===== config.mk =====
export PLATFORM = sky130hd
export DESIGN_NAME = dstore_bcd_unit
export DESIGN_NICKNAME = d
export VERILOG_FILES = /design/src/rtl/dstore_pkg.sv /design/src/rtl/dstore_dabble.sv /design/src/rtl/dstore_seq.sv /design/src/rtl/dstore_bcd_unit.sv
export SDC_FILE = /design/constraint.sdc
export NUM_CORES = 1
export LEC_CHECK = 0
export CAP_MARGIN = 40
export CELL_PAD_IN_SITES_DETAIL_PLACEMENT = 1
export CELL_PAD_IN_SITES_GLOBAL_PLACEMENT = 2
export CORE_ASPECT_RATIO = 0.8
export CORE_UTILIZATION = 30
export CTS_CLUSTER_DIAMETER = 30
export DETAILED_ROUTE_END_ITERATION = 12
export GPL_ROUTABILITY_DRIVEN = 0
export PLACE_DENSITY = 0.77
export SLEW_MARGIN = 0
export SYNTH_ARGS = -nofsm -noshare
export SYNTH_HDL_FRONTEND = slang
export SYNTH_SLANG_ARGS = --single-unit

===== constraint.sdc =====
create_clock -name clk -period 1.9 [get_ports clk]
set_input_delay 0.285 -clock clk [delete_from_list [all_inputs] [get_ports clk]]
set_output_delay 0.285 -clock clk [all_outputs]
set_load 0.03 [all_outputs]

===== src/rtl/dstore_pkg.sv =====
package dstore_pkg;

    localparam int DIG_W  = 4;
    localparam int BYTE_W = 8;
    localparam int ADDR_W = 12;

    typedef enum logic [1:0] {
        ST_IDLE  = 2'd0,
        ST_CONV  = 2'd1,
        ST_WRITE = 2'd2,
        ST_DONE  = 2'd3
    } seq_state_e;

    typedef struct packed {
        logic              valid;
        logic [ADDR_W-1:0] addr;
        logic [BYTE_W-1:0] data;
    } wr_beat_t;

    // number of decimal digits needed for the largest w-bit value
    function automatic int num_digits(input int w);
        longint v;
        int n;
        v = (longint'(1) << w) - 1;
        n = 0;
        while (v > 0) begin
            v = v / 10;
            n++;
        end
        return (n == 0) ? 1 : n;
    endfunction

    // shift-and-add-three correction for one digit
    function automatic logic [DIG_W-1:0] dab_adjust(input logic [DIG_W-1:0] d);
        return (d >= 4'd5) ? d + 4'd3 : d;
    endfunction

endpackage


===== src/rtl/dstore_dabble.sv =====
module dstore_dabble
    import dstore_pkg::*;
#(
    parameter int VAL_W = 8,
    parameter int NDIG  = 3
) (
    input  logic                  clk,
    input  logic                  rst,
    input  logic                  load,
    input  logic [VAL_W-1:0]      value,
    output logic                  rdy,
    output logic [NDIG*DIG_W-1:0] digits
);
    localparam int BCD_W = NDIG * DIG_W;
    localparam int CNT_W = $clog2(VAL_W + 1);

    logic [VAL_W-1:0] sh_q, sh_n;
    logic [BCD_W-1:0] bcd_q, bcd_n, adj;
    logic [CNT_W-1:0] cnt_q;
    logic             rdy_q;

    for (genvar g = 0; g < NDIG; g++) begin : g_adj
        assign adj[g*DIG_W +: DIG_W] = dab_adjust(bcd_q[g*DIG_W +: DIG_W]);
    end

    assign {bcd_n, sh_n} = {adj[BCD_W-2:0], sh_q, 1'b0};

    always_ff @(posedge clk) begin
        if (rst) begin
            sh_q  <= '0;
            bcd_q <= '0;
            cnt_q <= '0;
            rdy_q <= 1'b0;
        end else begin
            rdy_q <= 1'b0;
            if (load) begin
                sh_q  <= value;
                bcd_q <= '0;
                cnt_q <= CNT_W'(VAL_W);
            end else if (cnt_q != '0) begin
                sh_q  <= sh_n;
                bcd_q <= bcd_n;
                cnt_q <= cnt_q - 1'b1;
                if (cnt_q == CNT_W'(1)) rdy_q <= 1'b1;
            end
        end
    end

    assign rdy    = rdy_q;
    assign digits = bcd_q;

    // the top digit never carries out during a shift step
    assert_no_overflow_R1: assert property (@(posedge clk) disable iff (rst)
        (cnt_q != '0 && !load) |-> !adj[BCD_W-1]);

    for (genvar g = 0; g < NDIG; g++) begin : g_chk
        // every digit is decimal once conversion finishes
        assert_digit_range_R1: assert property (@(posedge clk) disable iff (rst)
            rdy |-> (digits[g*DIG_W +: DIG_W] <= 4'd9));
    end

endmodule


===== src/rtl/dstore_seq.sv =====
module dstore_seq
    import dstore_pkg::*;
#(
    parameter int NDIG = 3
) (
    input  logic                  clk,
    input  logic                  rst,
    input  logic                  start,
    input  logic [ADDR_W-1:0]     base,
    input  logic                  conv_rdy,
    input  logic [NDIG*DIG_W-1:0] digits,
    output logic                  conv_load,
    output wr_beat_t              beat,
    output logic                  done
);
    localparam int IDX_W = (NDIG > 1) ? $clog2(NDIG) : 1;
    localparam logic [IDX_W-1:0] LAST_IDX = IDX_W'(NDIG - 1);

    seq_state_e        state_q;
    logic [ADDR_W-1:0] base_q;
    logic [IDX_W-1:0]  idx_q;
    logic [DIG_W-1:0]  dig_arr [NDIG];
    logic [DIG_W-1:0]  cur_dig;
    logic [ADDR_W-1:0] addr_inc;

    // most significant digit first
    for (genvar g = 0; g < NDIG; g++) begin : g_sel
        assign dig_arr[g] = digits[(NDIG-1-g)*DIG_W +: DIG_W];
    end

    assign cur_dig   = dig_arr[idx_q];
    assign conv_load = (state_q == ST_IDLE) && start;

    always_ff @(posedge clk) begin
        if (rst) begin
            state_q <= ST_IDLE;
            base_q  <= '0;
            idx_q   <= '0;
        end else begin
            unique case (state_q)
                ST_IDLE: if (start) begin
                    base_q  <= base;
                    idx_q   <= '0;
                    state_q <= ST_CONV;
                end
                ST_CONV: if (conv_rdy) state_q <= ST_WRITE;
                ST_WRITE: begin
                    if (idx_q == LAST_IDX) state_q <= ST_DONE;
                    else                   idx_q   <= idx_q + 1'b1;
                end
                ST_DONE: state_q <= ST_IDLE;
                default: state_q <= ST_IDLE;
            endcase
        end
    end

    always_comb begin
        beat.valid = (state_q == ST_WRITE);
        beat.addr  = base_q + ADDR_W'(idx_q);
        beat.data  = {{(BYTE_W-DIG_W){1'b0}}, cur_dig};
    end

    assign done     = (state_q == ST_DONE);
    assign addr_inc = beat.addr + 1'b1;

    // back-to-back writes step the address by one, wrapping
    assert_addr_step_R2: assert property (@(posedge clk) disable iff (rst)
        (beat.valid && $past(beat.valid)) |-> (beat.addr == $past(addr_inc)));

    // written bytes hold a single decimal digit
    assert_byte_digit_R3: assert property (@(posedge clk) disable iff (rst)
        beat.valid |-> (beat.data <= BYTE_W'(9)));

    // done follows a write and carries none itself
    assert_done_after_write_R5: assert property (@(posedge clk) disable iff (rst)
        done |-> ($past(beat.valid) && !beat.valid));

    assert_done_single_R5: assert property (@(posedge clk) disable iff (rst)
        done |=> !done);

    // the captured base does not move once an operation is under way
    assert_base_held_R6: assert property (@(posedge clk) disable iff (rst)
        (state_q != ST_IDLE) |=> $stable(base_q));

    // a write never begins straight from idle
    assert_no_stray_write_R9: assert property (@(posedge clk) disable iff (rst)
        $rose(beat.valid) |-> $past(conv_rdy));

endmodule


===== src/rtl/dstore_bcd_unit.sv =====
module dstore_bcd_unit
    import dstore_pkg::*;
#(
    parameter int VAL_W = 8
) (
    input  logic              clk,
    input  logic              rst,
    input  logic              start,
    input  logic [VAL_W-1:0]  value,
    input  logic [ADDR_W-1:0] base,
    output logic              wr_valid,
    output logic [ADDR_W-1:0] wr_addr,
    output logic [BYTE_W-1:0] wr_data,
    output logic              done
);
    localparam int NDIG = num_digits(VAL_W);

    logic                  conv_load;
    logic                  conv_rdy;
    logic [NDIG*DIG_W-1:0] digits;
    wr_beat_t              beat;

    dstore_dabble #(.VAL_W(VAL_W), .NDIG(NDIG)) u_conv (
        .clk    (clk),
        .rst    (rst),
        .load   (conv_load),
        .value  (value),
        .rdy    (conv_rdy),
        .digits (digits)
    );

    dstore_seq #(.NDIG(NDIG)) u_seq (
        .clk       (clk),
        .rst       (rst),
        .start     (start),
        .base      (base),
        .conv_rdy  (conv_rdy),
        .digits    (digits),
        .conv_load (conv_load),
        .beat      (beat),
        .done      (done)
    );

    assign wr_valid = beat.valid;
    assign wr_addr  = beat.addr;
    assign wr_data  = beat.data;

    // quiet outputs while in reset
    assert_reset_quiet_R7: assert property (@(posedge clk)
        $past(rst) |-> (!wr_valid && !done));

endmodule


==> impl_metrics.yaml <==
timing:
  setup_viol_count_final: 9
  fin_skew_ps: 7.17
  rsz0062_at_grt: "yes"
  fin_crit_sh: 1.05
  slew_violations: 0
  final_hold_viol_count: 0
  fmax_mhz: 504
  final.min_clock_period_ps: 1990
  tns_ps: -435
  finalWorstSetupSlack_ps: -85.9
cts:
  clkSlewWorstSetupHoldPaths_ps: 80
  cts_tree: "built"
  clock_latency_ps: 290
  cts_root_buf: "clkbuf_8"
  h-tree-depth: 2
  hold_buffers: 0
  numCtsBuffers: 5
  cts_sinks: 41
  cts_buffer_depth: 2
die:
  core_area_sq_um: 7570
  dieArea_sq_um: 8350
  start_util: 0.316
  die_y_um: 81.9
  fp.dieW_um: 102
  rows: 28
  pin_count: 45
grt:
  overflow: 0
  grt_pass1_wl_mm: 10.6
  antenna_found_initial: 0
  grtUsageTotal: 0.162
  grt_pass1_vias: 2159
  grt_max_degree: 36
synthesis:
  netlist_area_sq_um: 2390
  synth_edf_count: 0
  ys_seq_elements: 41
  avgSynthCellArea_sq_um: 8.29
  ys.flop_type: "dfxtp_1"
  synthTopCellsByArea: "dfxtp_1 34%, ha_1 8.4%, nand2_1 7.8%"
  yosys_warnings: 0
  yosysTopAreaCell: "dfxtp_1"
  seq_area_frac_synth: 0.343
  synthCells: 289
  synth_cell_types: 39
  async_flop_share: 0
  post-synth-top-area-fraction: 0.343
finish:
  final_net_count: 371
  multi_input_area_sq_um: 1510
  drive_above_1_share: 0.205
  final_common_cell: "nand2_1"
  final_cell_count_no_fill: 437
  final_cell_mix: "49 x nand2_1, 37 x dfxtp_1, 28 x a21oi_1"
  ff_latch_area_sq_um: 828
  fillers: 933
  area_growth_pct: 29.7
  n_antenna_cell: 0
  fin_area_sq_um: 3110
detailed_routing:
  viasPerCell: 4.76
  firstDrtPassIters: 4
  post_drt_wl_per_cell_um: 14.3
  drc: 0
  wirelength_mm: 6.24
  drt-initial-drc-count: 59
  vias: 2081
  ant_nets: 0
pwr:
  clkPwrFrac: 0.144
  seqPwrFrac: 0.331
  p_leak_uw: 0.00124
  p_sw_frac: 0.441
  p_int_uw: 2140
  combPwrFrac: 0.525
  ir_drop_mv: 0.560
  p_switching_uw: 1690
  power_density_nw_per_um2: 1230
outcome:
  failed_checks: "setup timing"
  outcome: "complete, but fails checks"
placed_design:
  dp_hpwl_mm: 4.50
  pre_cts_ws_ps: -5.96
  placed_area_sq_um: 2880
  place_inst: 427
  numPortBuffers: 40
critical_path:
  reg2regPathDepth: 6
  rr_endpoint: "u_seq.idx_q[0]"
  timing.rr.start: "u_seq.state_q[1]"
  arrival_ps: 1700
  setup.worst_path.class: "flop to output port"
  endpoint_kind: "output port"
  path_max_fanout: 3
  cp.required_ps: 1620
  ff2ff_setup_slack_ps: 230
  cp-start-kind: "flop"
min_path:
  worstHoldEndpoint: "u_conv.digits[0]"
  hold_class: "flop to flop"
  hold_depth: 2
  hp-start: "u_conv.sh_q[7]"
run:
  cap_violations: 0
==> cell type report <==
class,count,share of cell area
Sequential cell,41,0.267
Inverter,14,0.0169
Tap cell,105,0.0423
Multi-Input combinational cell,216,0.486
Clock buffer,8,0.0258
Timing Repair Buffer,53,0.162
==> synthesized netlist by cell type (7+ instances only) <==
master and instances:
a311oi_2 7, mux2i_1 11, o21ai_0 9, a21oi_1 28, nand2_1 50, ha_1 16, dfxtp_1 41, xnor2_1 7
nand3_1 10, buf_2 10, inv_1 14, nor2_1 26
==> power groups by stage <==
stage          combinational [uW]  clock (uW)  sequential (uW)
3_3_place_gp                 1980           0             1260
3_5_place_dp                 2000           0             1270
2_1_floorplan                1530           0             1220
5_1_grt                      2250         621             1300
6_report                     2010         552             1270
4_1_cts                      2020         580             1260
==> how the worst max path moves through the flow <==
| stage | startpoint | to | cells after the start |
|---|---|---|---|
| detailed placement | u_seq.idx_q[0] | wr_addr[10] | 7 |
| floorplan | u_seq.idx_q[0] | wr_addr[8] | 5 |
| finish | u_seq.base_q[0] | wr_addr[10] | 7 |
| CTS | u_seq.base_q[0] | wr_addr[10] | 7 |
| global placement | u_seq.idx_q[0] | wr_addr[10] | 7 |
| global route | u_seq.idx_q[1] | wr_addr[11] | 6 |
==> cell families (layout without fill, tap and decap cells) <==
logic type | after synthesis | in the layout | share of synthesized area
DFF | 41 | 41 | 0.343
and+or+nand+nor | 111 | 111 | 0.214
AOI/OAI and AO/OA | 61 | 61 | 0.180
other | 1 | 4 | 0.00157
buffers and inverters | 35 | 75 | 0.0805
xor gates and xnor gates | 12 | 12 | 0.0439
muxes | 11 | 11 | 0.0460
adders and majority gates | 17 | 17 | 0.0920
==> metal layers <==
metal / global-route usage / share of wire / up-vias
met5: 0 / 0 / -
met4: 0.0300 / 0.0043 / 0
met3: 0.0306 / 0.030 / 2
met2: 0.257 / 0.44 / 33
met1: 0.230 / 0.53 / 983
li1: - / - / 1063
==> worst max-delay path, stage by stage, from the launching register on <==
cell and delay (ps):
dfxtp_2 340, ha_4 160, fa_2 390, nand3_4 120
nor2_4 40, nand3_2 90, xnor2_2 110, buf_6 150
==> flip-flops by register name (all words and copies together), names as in the netlist <==
| signal | cells |
|---|---|
| u_conv.rdy | 1 |
| u_seq.state_q | 2 |
| u_conv.digits | 12 |
| u_seq.base_q | 12 |
| u_conv.cnt_q | 4 |
| u_conv.sh_q | 8 |
| u_seq.idx_q | 2 |
==> repair_timing <==
item	4_1_cts	5_1_grt
setup endpoints to repair	10	9
setup buffers	1	1
resized for setup	19	12
pin swaps	8	2
==> stage by stage <==
step / power, uW / hold slack (ps) / util
finish: 3830 / 462 / 0.410
detailed placement: 3270 / 454 / 0.380
global placement: 3240 / 452 / 0.380
global route: 4170 / 499 / 0.410
CTS: 3860 / 467 / 0.401
floorplan: 2750 / 421 / -
Note: power is estimated with default switching activity, not from simulation.
